<file path="config.mk">
export PLATFORM = sky130hd
export DESIGN_NAME = tmr_out_ctrl
export DESIGN_NICKNAME = d
export VERILOG_FILES = /design/src/rtl/tmr_out_pkg.sv /design/src/rtl/tmr_out_regif.sv /design/src/rtl/tmr_out_polarity.sv /design/src/rtl/tmr_out_cell.sv /design/src/rtl/tmr_out_ctrl.sv
export SDC_FILE = /design/constraint.sdc
export NUM_CORES = 1
export LEC_CHECK = 0
export BUFFER_PORTS_ARGS = -buffer_cell sky130_fd_sc_hd__buf_2
export CORE_ASPECT_RATIO = 1.2
export CORE_MARGIN = 8
export CORE_UTILIZATION = 55
export CTS_CLUSTER_DIAMETER = 120
export DETAILED_ROUTE_END_ITERATION = 6
export GPL_ROUTABILITY_DRIVEN = 1
export PLACE_DENSITY = 0.89
export RECOVER_POWER = 50
export SLEW_MARGIN = 20
export SYNTH_ARGS = -nofsm -noshare
export SYNTH_HDL_FRONTEND = slang
export SYNTH_HIERARCHICAL = 1
export SYNTH_SLANG_ARGS = --single-unit
export TNS_END_PERCENT = 20
</file>
<file path="constraint.sdc">
create_clock -name clk_i -period 2.65 [get_ports clk_i]
set_input_delay 0.1325 -clock clk_i [delete_from_list [all_inputs] [get_ports clk_i]]
set_output_delay 0.1325 -clock clk_i [all_outputs]
set_load 0.02 [all_outputs]
</file>
<file path="src/rtl/tmr_out_pkg.sv">
package tmr_out_pkg;
  localparam int unsigned MODE_W = 2;

  typedef enum logic [MODE_W-1:0] {
    DIR_NONE = 2'd0,
    DIR_LO   = 2'd1,
    DIR_HI   = 2'd2,
    DIR_RSVD = 2'd3
  } dir_mode_e;

  localparam logic SEL_OUT = 1'b0;
  localparam logic SEL_DIR = 1'b1;
endpackage

</file>
<file path="src/rtl/tmr_out_regif.sv">
module tmr_out_regif
  import tmr_out_pkg::*;
#(
  parameter int unsigned N_OUT  = 16,
  parameter int unsigned DATA_W = 32,
  localparam int unsigned DIR_W = N_OUT * MODE_W
) (
  input  logic              clk_i,
  input  logic              rst_ni,
  input  logic              req_i,
  input  logic              we_i,
  input  logic              sel_i,
  input  logic [DATA_W-1:0] wdata_i,
  input  logic              lo_halt_i,
  input  logic              hi_halt_i,
  input  logic [N_OUT-1:0]  pins_i,
  output logic              out_wr_o,
  output logic [DIR_W-1:0]  dir_q_o,
  output logic [DATA_W-1:0] rdata_o,
  output logic              err_o
);
  logic wr_out, wr_dir, all_halt;

  assign all_halt = lo_halt_i & hi_halt_i;
  assign wr_out   = req_i & we_i & (sel_i == SEL_OUT);
  assign wr_dir   = req_i & we_i & (sel_i == SEL_DIR);
  assign out_wr_o = wr_out & all_halt;
  assign err_o    = wr_out & ~all_halt;

  always_ff @(posedge clk_i or negedge rst_ni) begin
    if (!rst_ni)     dir_q_o <= '0;
    else if (wr_dir) dir_q_o <= wdata_i[DIR_W-1:0];
  end

  always_comb begin
    rdata_o = '0;
    if (sel_i == SEL_DIR) rdata_o[DIR_W-1:0] = dir_q_o;
    else                  rdata_o[N_OUT-1:0] = pins_i;
  end

  AST_WR_EXCL: assert property (@(posedge clk_i) disable iff (!rst_ni)
    !(out_wr_o && err_o));
  AST_DIR_LOAD: assert property (@(posedge clk_i) disable iff (!rst_ni)
    wr_dir |=> dir_q_o == $past(wdata_i[DIR_W-1:0]));
  AST_DIR_HOLD: assert property (@(posedge clk_i) disable iff (!rst_ni)
    !wr_dir |=> $stable(dir_q_o));
endmodule

</file>
<file path="src/rtl/tmr_out_polarity.sv">
module tmr_out_polarity
  import tmr_out_pkg::*;
#(
  parameter int unsigned N_OUT = 16,
  localparam int unsigned DIR_W = N_OUT * MODE_W
) (
  input  logic             clk_i,
  input  logic             rst_ni,
  input  logic [DIR_W-1:0] dir_q_i,
  input  logic [N_OUT-1:0] set_i,
  input  logic [N_OUT-1:0] clr_i,
  input  logic             lo_down_i,
  input  logic             hi_down_i,
  input  logic             unify_i,
  output logic [N_OUT-1:0] eff_set_o,
  output logic [N_OUT-1:0] eff_clr_o
);
  for (genvar g = 0; g < N_OUT; g++) begin : g_out
    dir_mode_e mode;
    logic      swap;
    assign mode = dir_mode_e'(dir_q_i[g*MODE_W +: MODE_W]);
    // reserved code and high-counter code under unify fall back to no swap
    assign swap = ((mode == DIR_LO) && lo_down_i) ||
                  ((mode == DIR_HI) && !unify_i && hi_down_i);
    assign eff_set_o[g] = swap ? clr_i[g] : set_i[g];
    assign eff_clr_o[g] = swap ? set_i[g] : clr_i[g];

    AST_RSVD_PASS: assert property (@(posedge clk_i) disable iff (!rst_ni)
      (mode == DIR_RSVD) |-> (eff_set_o[g] == set_i[g] && eff_clr_o[g] == clr_i[g]));
    AST_HI_UNIFY: assert property (@(posedge clk_i) disable iff (!rst_ni)
      (mode == DIR_HI && unify_i) |-> (eff_set_o[g] == set_i[g]));
    AST_NONE_PASS: assert property (@(posedge clk_i) disable iff (!rst_ni)
      (mode == DIR_NONE) |-> (eff_clr_o[g] == clr_i[g]));
  end
endmodule

</file>
<file path="src/rtl/tmr_out_cell.sv">
module tmr_out_cell (
  input  logic clk_i,
  input  logic rst_ni,
  input  logic set_i,
  input  logic clr_i,
  input  logic ld_i,
  input  logic ld_val_i,
  output logic q_o
);
  logic q_nxt;

  always_comb begin
    unique case ({set_i, clr_i})
      2'b11:   q_nxt = ~q_o;
      2'b10:   q_nxt = 1'b1;
      2'b01:   q_nxt = 1'b0;
      default: q_nxt = q_o;
    endcase
    if (ld_i) q_nxt = ld_val_i;
  end

  always_ff @(posedge clk_i or negedge rst_ni) begin
    if (!rst_ni) q_o <= 1'b0;
    else         q_o <= q_nxt;
  end

  AST_BOTH_TOGGLE: assert property (@(posedge clk_i) disable iff (!rst_ni)
    (set_i && clr_i && !ld_i) |=> q_o != $past(q_o));
  AST_SW_LOAD: assert property (@(posedge clk_i) disable iff (!rst_ni)
    ld_i |=> q_o == $past(ld_val_i));
endmodule

</file>
<file path="src/rtl/tmr_out_ctrl.sv">
module tmr_out_ctrl
  import tmr_out_pkg::*;
#(
  parameter int unsigned N_OUT  = 16,
  parameter int unsigned DATA_W = 32
) (
  input  logic              clk_i,
  input  logic              rst_ni,
  input  logic [N_OUT-1:0]  set_req_i,
  input  logic [N_OUT-1:0]  clr_req_i,
  input  logic              lo_halt_i,
  input  logic              hi_halt_i,
  input  logic              lo_down_i,
  input  logic              hi_down_i,
  input  logic              unify_i,
  input  logic              reg_req_i,
  input  logic              reg_we_i,
  input  logic              reg_sel_i,
  input  logic [DATA_W-1:0] reg_wdata_i,
  output logic [DATA_W-1:0] reg_rdata_o,
  output logic              reg_err_o,
  output logic [N_OUT-1:0]  pins_o
);
  localparam int unsigned DIR_W = N_OUT * MODE_W;

  logic             out_wr;
  logic [DIR_W-1:0] dir_q;
  logic [N_OUT-1:0] eff_set, eff_clr;

  tmr_out_regif #(.N_OUT(N_OUT), .DATA_W(DATA_W)) u_regif (
    .clk_i, .rst_ni,
    .req_i     (reg_req_i),
    .we_i      (reg_we_i),
    .sel_i     (reg_sel_i),
    .wdata_i   (reg_wdata_i),
    .lo_halt_i,
    .hi_halt_i,
    .pins_i    (pins_o),
    .out_wr_o  (out_wr),
    .dir_q_o   (dir_q),
    .rdata_o   (reg_rdata_o),
    .err_o     (reg_err_o)
  );

  tmr_out_polarity #(.N_OUT(N_OUT)) u_pol (
    .clk_i, .rst_ni,
    .dir_q_i   (dir_q),
    .set_i     (set_req_i),
    .clr_i     (clr_req_i),
    .lo_down_i,
    .hi_down_i,
    .unify_i,
    .eff_set_o (eff_set),
    .eff_clr_o (eff_clr)
  );

  for (genvar g = 0; g < N_OUT; g++) begin : g_cell
    tmr_out_cell u_cell (
      .clk_i, .rst_ni,
      .set_i    (eff_set[g]),
      .clr_i    (eff_clr[g]),
      .ld_i     (out_wr),
      .ld_val_i (reg_wdata_i[g]),
      .q_o      (pins_o[g])
    );
  end

  AST_REJECT_HOLD: assert property (@(posedge clk_i) disable iff (!rst_ni)
    (reg_err_o && set_req_i == '0 && clr_req_i == '0) |=> $stable(pins_o));
  AST_IDLE_HOLD: assert property (@(posedge clk_i) disable iff (!rst_ni)
    (!reg_req_i && set_req_i == '0 && clr_req_i == '0) |=> $stable(pins_o));
endmodule

</file>
; After elaboration in Yosys (flattened, before gate mapping)
; Index checks and enable logic that the tools add are counted.
[totals]
regBits = 48
inputBits = 74
[classes]
eq_ne = 80
n_mux = 66
bitwise = 24
reduce_logical = 81
[ops]
columns = cell, n
row1 = 2-bit equality test (second input constant), 48
row2 = 2-bit by 1-bit equality test with 1-bit output (second input constant), 32
row3 = 4-bit nonzero test, 16
row4 = 1-bit logical AND, 48
row5 = 1-bit 2-to-1 mux, 48
row6 = 1-bit case mux with 3 select lines, 16
row7 = 16-bit 2-to-1 mux, 2
row8 = 1-bit NOT, 18
row9 = 1-bit logical OR, 16
row10 = 1-bit bitwise AND, 6
row11 = 1-bit logical NOT, 1

; Longest topological paths before layout
; Gate-level depths: netlist of the first run.
[depth]
ltp_word = 8
ltp_mapped = 9

; Cells and area by module
; Netlist of the first run, hierarchy kept.
[by_module_without_submodules]
columns = mod, instances, cells_per_inst, area_each_um2, seq_area_each_um2
row1 = tmr_out_polarity, 1, 236, 1649.1, 0.0
row2 = tmr_out_regif, 1, 108, 1646.6, 800.8
row3 = tmr_out_cell, 16, 9, 90.1, 25.0

; Worst setup path before layout of the first run
; OpenSTA, ideal clock, no wires.
[synth_timing]
kind = in2reg
startpoint = in reg_sel_i
endpoint = reg g_cell[0].u_cell.q_o
t_arrival_ps = 2813
t_required_ps = 2518
setup_slack_ps = -295
cell_stages = 5
path_buffers = 2
path_cell_list = buf_4 > clkbuf_1 > nor3_1 > or3b_1 > o211ai_1
[synth_between]
elab_chain_len = 4
elab_cells_between_ends = 5
cone_classes = mux (1) / bitwise (3) / reduce/logical (1)
[synth_lines]
columns = item, line
row1 = from (decl), tmr_out_ctrl.sv:18  ; input logic reg_sel_i,
row2 = 1-bit NOT *, tmr_out_regif.sv:25  ; assign wr_out = req_i & we_i & (sel_i == SEL_OUT);
row3 = 1-bit bitwise AND *, tmr_out_regif.sv:25
row4 = 1-bit bitwise AND *, tmr_out_regif.sv:27  ; assign out_wr_o = wr_out & all_halt;
row5 = net out_wr, tmr_out_ctrl.sv:26  ; logic out_wr;
row6 = 4-bit nonzero test (no source line) / 1-bit 2-to-1 mux (equally long branches), --
row7 = to (signal assigned), tmr_out_cell.sv:24  ; else q_o <= q_nxt;
row8 = to (decl), tmr_out_cell.sv:8  ; output logic q_o
; The timed path passes the listed nets; every way through them passes the cells marked *.
; A chain may end at the register's enable or synchronous reset.

; Worst setup path in the final report of the first run
[layout_timing]
startpoint = reg u_regif.dir_q_o[3]
endpoint = reg g_cell[1].u_cell.q_o
[layout_between]
elab_chain_len = 8
elab_cells_between_ends = 14
cone_classes = eq/ne (5) / mux (4) / reduce/logical (5)
[layout_lines]
columns = item, line
row1 = from (decl), tmr_out_regif.sv:18  ; output logic [DIR_W-1:0] dir_q_o,
row2 = from (signal assigned), tmr_out_regif.sv:32  ; else if (wr_dir) dir_q_o <= wdata_i[DIR_W-1:0];
row3 = 2-bit equality test, tmr_out_polarity.sv:24  ; ((mode == DIR_HI) && !unify_i && hi_down_i);
row4 = 1-bit logical AND (2 in a row), tmr_out_polarity.sv:24
row5 = 1-bit logical OR *, tmr_out_polarity.sv:23  ; assign swap = ((mode == DIR_LO) && lo_down_i) ||
row6 = 1-bit 2-to-1 mux *, tmr_out_polarity.sv:26  ; assign eff_clr_o[g] = swap ? set_i[g] : clr_i[g];
row7 = net eff_clr[1], tmr_out_ctrl.sv:28  ; logic [N_OUT-1:0] eff_set, eff_clr;
row8 = 2-bit by 1-bit equality test with 1-bit output / 2-bit equality test (equally long branches), tmr_out_cell.sv:13  ; unique case ({set_i, clr_i})
row9 = 1-bit case mux with 3 select lines, tmr_out_cell.sv:13
row10 = 1-bit 2-to-1 mux, tmr_out_cell.sv:19  ; if (ld_i) q_nxt = ld_val_i;
row11 = to (signal assigned), tmr_out_cell.sv:24
row12 = to (decl), tmr_out_cell.sv:8
; Marked as above.

==> results of run 1 <==
routing by layer:
metal,global-route usage,wire [um]
met5,0,0
met4,0.0635,270
met3,0.0432,720
met2,0.370,6250
met1,0.234,5040
worst max-delay path, cell delays in order (launching register included):
cell and delay (ps):
dfrtp_1 490, nor2b_1 170, o21a_1 180, a211oi_1 330, inv_1 90, ha_1 280
or3b_1 380, o211ai_1 110
power breakdown:
group	internal, W	switching [W]	total [W]
clock network	0.000209	0.000259	0.000469
logic	0.000954	0.000952	0.00191
registers	0.000937	0.000320	0.00126
synth_stat cells (8+ instances only):
cell,instances,share of area
o21a_1,30,0.048
ha_1,32,0.085
nor3b_1,31,0.049
nor2b_1,31,0.041
dfrtp_1,48,0.25
or2b_1,16,0.025
o22ai_1,29,0.038
inv_1,18,0.014
a211oi_1,58,0.092
nand2_1,19,0.015
mux2_4,30,0.095
and2_1,16,0.021
buf_1,14,0.011
o211ai_1,16,0.025
mux2_2,18,0.043
xnor2_1,16,0.030
buf_2,8,0.0085
or3b_1,31,0.057
through the flow:
stage | hold slack, ps | utilization | setup slack [ps] | std cells | power, W
final | 57.7 | 0.646 | 534 | 711 | 0.00363
after global routing | 39.0 | 0.646 | 275 | 711 | 0.00393
after CTS | 45.4 | 0.649 | 551 | 711 | 0.00369
after detailed placement | 154 | 0.637 | 398 | 702 | 0.00321
after global placement | 145 | 0.637 | 524 | 702 | 0.00308
after floorplan | -163 | - | 564 | 488 | 0.00264
state kept, by name (all words and copies together) (netlist names):
signal             cells
u_regif/dir_q_o       32
g_cell.u_cell/q_o     16
cell families (layout without fill, tap and decap cells):
group	count (synthesis)	in the layout	synth area share
buf+inv	52	158	0.0544
flops	48	48	0.254
fa+ha+maj	32	32	0.0845
mux	48	48	0.138
xor+xnor	16	16	0.0296
simple gates	150	150	0.218
compound gates	142	142	0.222
layout make-up:
class | instances | area [sq um] | share of cell area
clock inverter | 2 | 10.0 | 0.00183
multi-input combinational | 388 | 3290 | 0.602
inverter | 18 | 67.6 | 0.0124
clock buffer | 6 | 82.6 | 0.0151
tap | 117 | 146 | 0.0268
sequential | 48 | 1200 | 0.220
timing repair buffer | 132 | 671 | 0.123
path summary, 6_finish.rpt:
path | endpoint | start | cells after the start
worst max-delay path | g_cell[1].u_cell/q_o$_DFFE_PN0P_ | u_regif/dir_q_o[3]$_DFFE_PN0P_ | 7
worst min register to register | g_cell[8].u_cell/q_o$_DFFE_PN0P_ | g_cell[8].u_cell/q_o$_DFFE_PN0P_ | 2
worst min-delay path | u_regif/dir_q_o[17]$_DFFE_PN0P_ | reg_wdata_i[17] | 2
min in group asynchronous | g_cell[3].u_cell/q_o$_DFFE_PN0P_ | rst_ni | 2
worst max register to register | g_cell[1].u_cell/q_o$_DFFE_PN0P_ | u_regif/dir_q_o[3]$_DFFE_PN0P_ | 7
max in group asynchronous | g_cell[14].u_cell/q_o$_DFFE_PN0P_ | rst_ni | 3
==> out/metrics.yaml, run 1 <==
wl_per_cell_um: 17.3
placed_area_sq_um: 5400
mappedNetlistArea_sq_um: 4740
synth.distinct_cells: 31
antenna_cells: 0
io_pins: 123
clockRootBuffer: "clkbuf_8"
drt_iter0_drc: 196
max_freq_ghz: 0.473
yosysWarnings: 6
gp_congestion: 0.780
grt_pass1_vias: 4461
start_kind: "flip-flop"
status: "completed"
ff2ff_setup_slack_ps: 530
hp-class: "in -> reg"
grt_antenna_before_repair: 0
p_leak_nw: 2.42
fp-row-count: 37
syn2layout_area_growth_pct: 15.5
worst_ir_drop_vdd_mv: 0.361
max_slew_margin: 0.110
cts_buffers: 5
setup_viol: 0
critPathArrivalTime_ps: 2330
tns_ps: 0
cts_setup_buffers: 0
crit_required_ps: 2860
stdcell_area_sq_um: 5470
synthArstFlopShare: 1.00
cellPowerDensity_nw_per_um2: 664
n_fill_cell: 713
die_area_sq_um: 11900
worst_pin_slew_ps: 1330
cts_tree: "built"
ys.flop_type: "dfrtp_1"
num_vias: 4261
path_class: "reg -> reg"
avgSynthCellArea_sq_um: 9.71
cts.sinks: 48
path_clk_slew_ps: 100
skew_ps: 9.79
core_sq_um: 8470
grt_max_degree: 49
ant_nets: 0
synth_fp_nets: 594
ys_seq_elements: 48
fin_crit_sh: 0.798
grt_usage: 0.206
yosysSeqAreaShare: 0.254
rsz0062_at_grt: "no"
firstDrtPassIters: 4
die_y_um: 118
mostFrequentLayoutCell: "buf_2"
dpl.hpwl_um: 9310
die_w_um: 101
clock_path_buffers: 2
cts_hold_buf: 1
crit_path_end_kind: "flip-flop"
grt_pass1_wl_um: 20400
cts_resized: 0
viasPerCell: 5.99
drive_above_1_share: 0.290
crit_path_max_fanout: 10
slew_viol_final: 0
clk_latency_ps: 300
final_cell_mix: "buf_2 (100), a211oi_1 (58), dfrtp_1 (48)"
routed_wl_um: 12300
nets: 699
route.detailed.drc: 0
synth_edf_count: 0
final_hold_viol_count: 0
initial_core_util: 0.559
h-tree-depth: 2
io_buffers: 122
grt_overflow: 0
synthCells: 488
drv_cap: 0
timing.final.crit_period_ps: 2120
Note: power is estimated with default switching activity, not from simulation.
==> inputs of run 2 (changes only) <==
--- a/config.mk
+++ b/config.mk
@@ -5,14 +5,15 @@
 export SDC_FILE = /design/constraint.sdc
 export NUM_CORES = 1
 export LEC_CHECK = 0
+export ABC_AREA = 1
 export BUFFER_PORTS_ARGS = -buffer_cell sky130_fd_sc_hd__buf_2
 export CORE_ASPECT_RATIO = 1.2
 export CORE_MARGIN = 8
-export CORE_UTILIZATION = 55
+export CORE_UTILIZATION = 48
 export CTS_CLUSTER_DIAMETER = 120
 export DETAILED_ROUTE_END_ITERATION = 6
 export GPL_ROUTABILITY_DRIVEN = 1
-export PLACE_DENSITY = 0.89
+export PLACE_DENSITY = 0.84
 export RECOVER_POWER = 50
 export SLEW_MARGIN = 20
 export SYNTH_ARGS = -nofsm -noshare
==> constraint.sdc (replaced) <==
create_clock -name clk_i -period 1.9 [get_ports clk_i]
set_input_delay 0.095 -clock clk_i [delete_from_list [all_inputs] [get_ports clk_i]]
set_output_delay 0.095 -clock clk_i [all_outputs]
set_load 0.02 [all_outputs]
==> out/metrics.yaml, run 2 <==
skew_ps: 5.46
routed_wl_um: 11600
worst_pin_slew_ps: 1140
die_y_um: 117
fin_ws_ps: 225
stdcell_area_sq_um: 4830
synth_common_cells: "nand2_1 (241), inv_1 (114), nand3_1 (65)"
regArea_sq_um: 1200
ys.flop_type: "dfrtp_1"
largest_reg_flops: 32
cts_buffers: 5
p_leak_nw: 3.03
hold_depth: 3
fin_crit_sh: 0.882
whs_endpoint: "u_regif/dir_q_o[24]$_DFFE_PN0P_"
grt_pass1_vias: 4611
path_clk_slew_ps: 90
synthArstFlopShare: 1.00
crit_required_ps: 1800
cts_hold_buf: 1
synth_fa_ha_area_frac: 0.0991
slew_viol_final: 0
max_freq_ghz: 0.597
routed.top_layer: "met4"
cts.sinks: 48
ys_seq_elements: 48
critPathArrivalTime_ps: 1580
synth-compound-area-share: 0.0396
final_cell_mix: "nand2_1 (241), inv_1 (114), buf_2 (110)"
post-place-ws_ps: 274
p_total_w: 0.00400
nets: 864
synth_top_area_share: 0.297
h-tree-depth: 2
crit_path_max_fanout: 44
wl_per_cell_um: 13.3
num_vias: 4345
syn2layout_area_growth_pct: 19.5
yosys-mux-area-fraction: 0
max_slew_margin: 0.237
cts_tree: "built"
start_kind: "primary input"
synthCells: 639
synth-xor-area-share: 0
ys_top_cells_by_area: "dfrtp_1 (30%), nand2_1 (22%), inv_1 (11%)"
drive_above_1_share: 0.192
timing.final.crit_period_ps: 1680
grt_max_degree: 45
tns_ps: 0
core_sq_um: 8150
r2r-end: "g_cell[15].u_cell/q_o$_DFFE_PN0P_"
reg_top3: "u_regif/dir_q_o: 32 flops, g_cell.u_cell/q_o: 16 flops"
ant_nets: 0
dpl.hpwl_um: 8880
path_class: "in -> out"
viasPerCell: 4.98
hp-class: "in -> reg"
grt_pass1_wl_um: 19600
worst_ir_drop_vdd_mv: 0.433
io_pins: 123
route.detailed.drc: 0
cellPowerDensity_nw_per_um2: 829
largest-register: "u_regif/dir_q_o"
synth_fp_nets: 745
crit_path_end_kind: "output port"
die_w_um: 99.8
n_fill_cell: 789
dr_wl_met2_um: 5880
status: "completed"
multiInputGateArea_sq_um: 2260
grt_antenna_before_repair: 0
hold_start: "reg_wdata_i[24]"
mappedNetlistArea_sq_um: 4040
ff2ff_setup_slack_ps: 270
clk_latency_ps: 290
clock_path_buffers: 2
initial_core_util: 0.496
cts_setup_buffers: 0
grt_overflow: 0
synth_edf_count: 0
drt-met1-wl_um: 4690
rsz0062_at_grt: "no"
grt_usage: 0.205
io_buffers: 122
r2r_start: "u_regif/dir_q_o[31]$_DFFE_PN0P_"
r2r.worst_path.cells: 11
met3WireLength_um: 851
avgSynthCellArea_sq_um: 6.32
setup_viol: 0
synth_top_family_by_area: "simple AND/OR/NAND/NOR gates"
antenna_cells: 0
die_area_sq_um: 11600
firstDrtPassIters: 7
mostFrequentLayoutCell: "nand2_1"
synth.distinct_cells: 17
yosysTopAreaCell: "dfrtp_1"
drt_iter0_drc: 296
placed_area_sq_um: 4760
final_hold_viol_count: 0
drv_cap: 0
synth.most_common_cell: "nand2_1"
synth_simple_gate_area_share: 0.420
yosysWarnings: 6
clockRootBuffer: "clkbuf_8"
startpoint: "reg_sel_i"
yosysSeqAreaShare: 0.297
gp_congestion: 0.814
cts_resized: 0
fp-row-count: 36
==> run 2: cell types whose count changed after synthesis, sizes merged, moves of 31 or more <==
cell | previous run | this run
nand2 | 20 | 257
inv | 18 | 115
nand3 | 1 | 66
a211oi | 60 | 0
mux2 | 48 | 0
nor2 | 2 | 35
a21oi | 0 | 32
nand4 | 0 | 32
nor2b | 31 | 0
nor3b | 31 | 0
or3b | 31 | 0
==> run 2: final cells by class <==
| class | count | share of cell area |
|---|---|---|
| Multi-Input combinational cell | 454 | 0.467 |
| Clock buffer | 8 | 0.0186 |
| Timing Repair Buffer | 134 | 0.147 |
| Sequential cell | 48 | 0.249 |
| Inverter | 115 | 0.0894 |
| Tap cell | 114 | 0.0295 |
==> run 2: logic make-up after synthesis <==
kind of cell / count (synthesis)
AOI/OAI and AO/OA: 32
adders and majority gates: 32
buffers and inverters: 137
DFF: 48
and+or+nand+nor: 390
==> run 2: per-layer routing <==
metal  track usage  vias to the layer above
met3        0.0519                       16
met2         0.374                      133
met5             0                        -
li1              -                     2218
met1         0.223                     1978
met4        0.0789                        0
==> run 2: worst max path at each step <==
| stage | depth (start not counted) | endpoint | slack, ps |
|---|---|---|---|
| final | 5 | reg_rdata_o[14] | 220 |
| after global routing | 11 | g_cell[15].u_cell/q_o$_DFFE_PN0P_ | 100 |
| after CTS | 11 | g_cell[15].u_cell/q_o$_DFFE_PN0P_ | 280 |
| after detailed placement | 10 | g_cell[14].u_cell/q_o$_DFFE_PN0P_ | 270 |
| after global placement | 10 | g_cell[4].u_cell/q_o$_DFFE_PN0P_ | 330 |
| after floorplan | 6 | g_cell[0].u_cell/q_o$_DFFE_PN0P_ | 210 |
==> run 2: critical path, cell delays in order <==
cell      delay, ps
clkbuf_1        820
buf_12          310
nand2_1          80
nand2_1          90
buf_2           170
==> run 2: stage by stage <==
stage,hold slack [ps],utilization,cells
5_1_grt,38.6,0.593,873
3_3_place_gp,206,0.583,864
6_report,46.0,0.593,873
2_1_floorplan,-201,-,639
3_5_place_dp,196,0.583,864
4_1_cts,36.6,0.596,873
==> run 2: power by group <==
group,leakage (nW),total [W],switching [W],internal (W)
logic,2.39,0.00186,0.00120,0.000663
registers,0.599,0.00152,0.000251,0.00126
clock network,0.0455,0.000629,0.000331,0.000298
total,3.03,0.00400,0.00178,0.00223
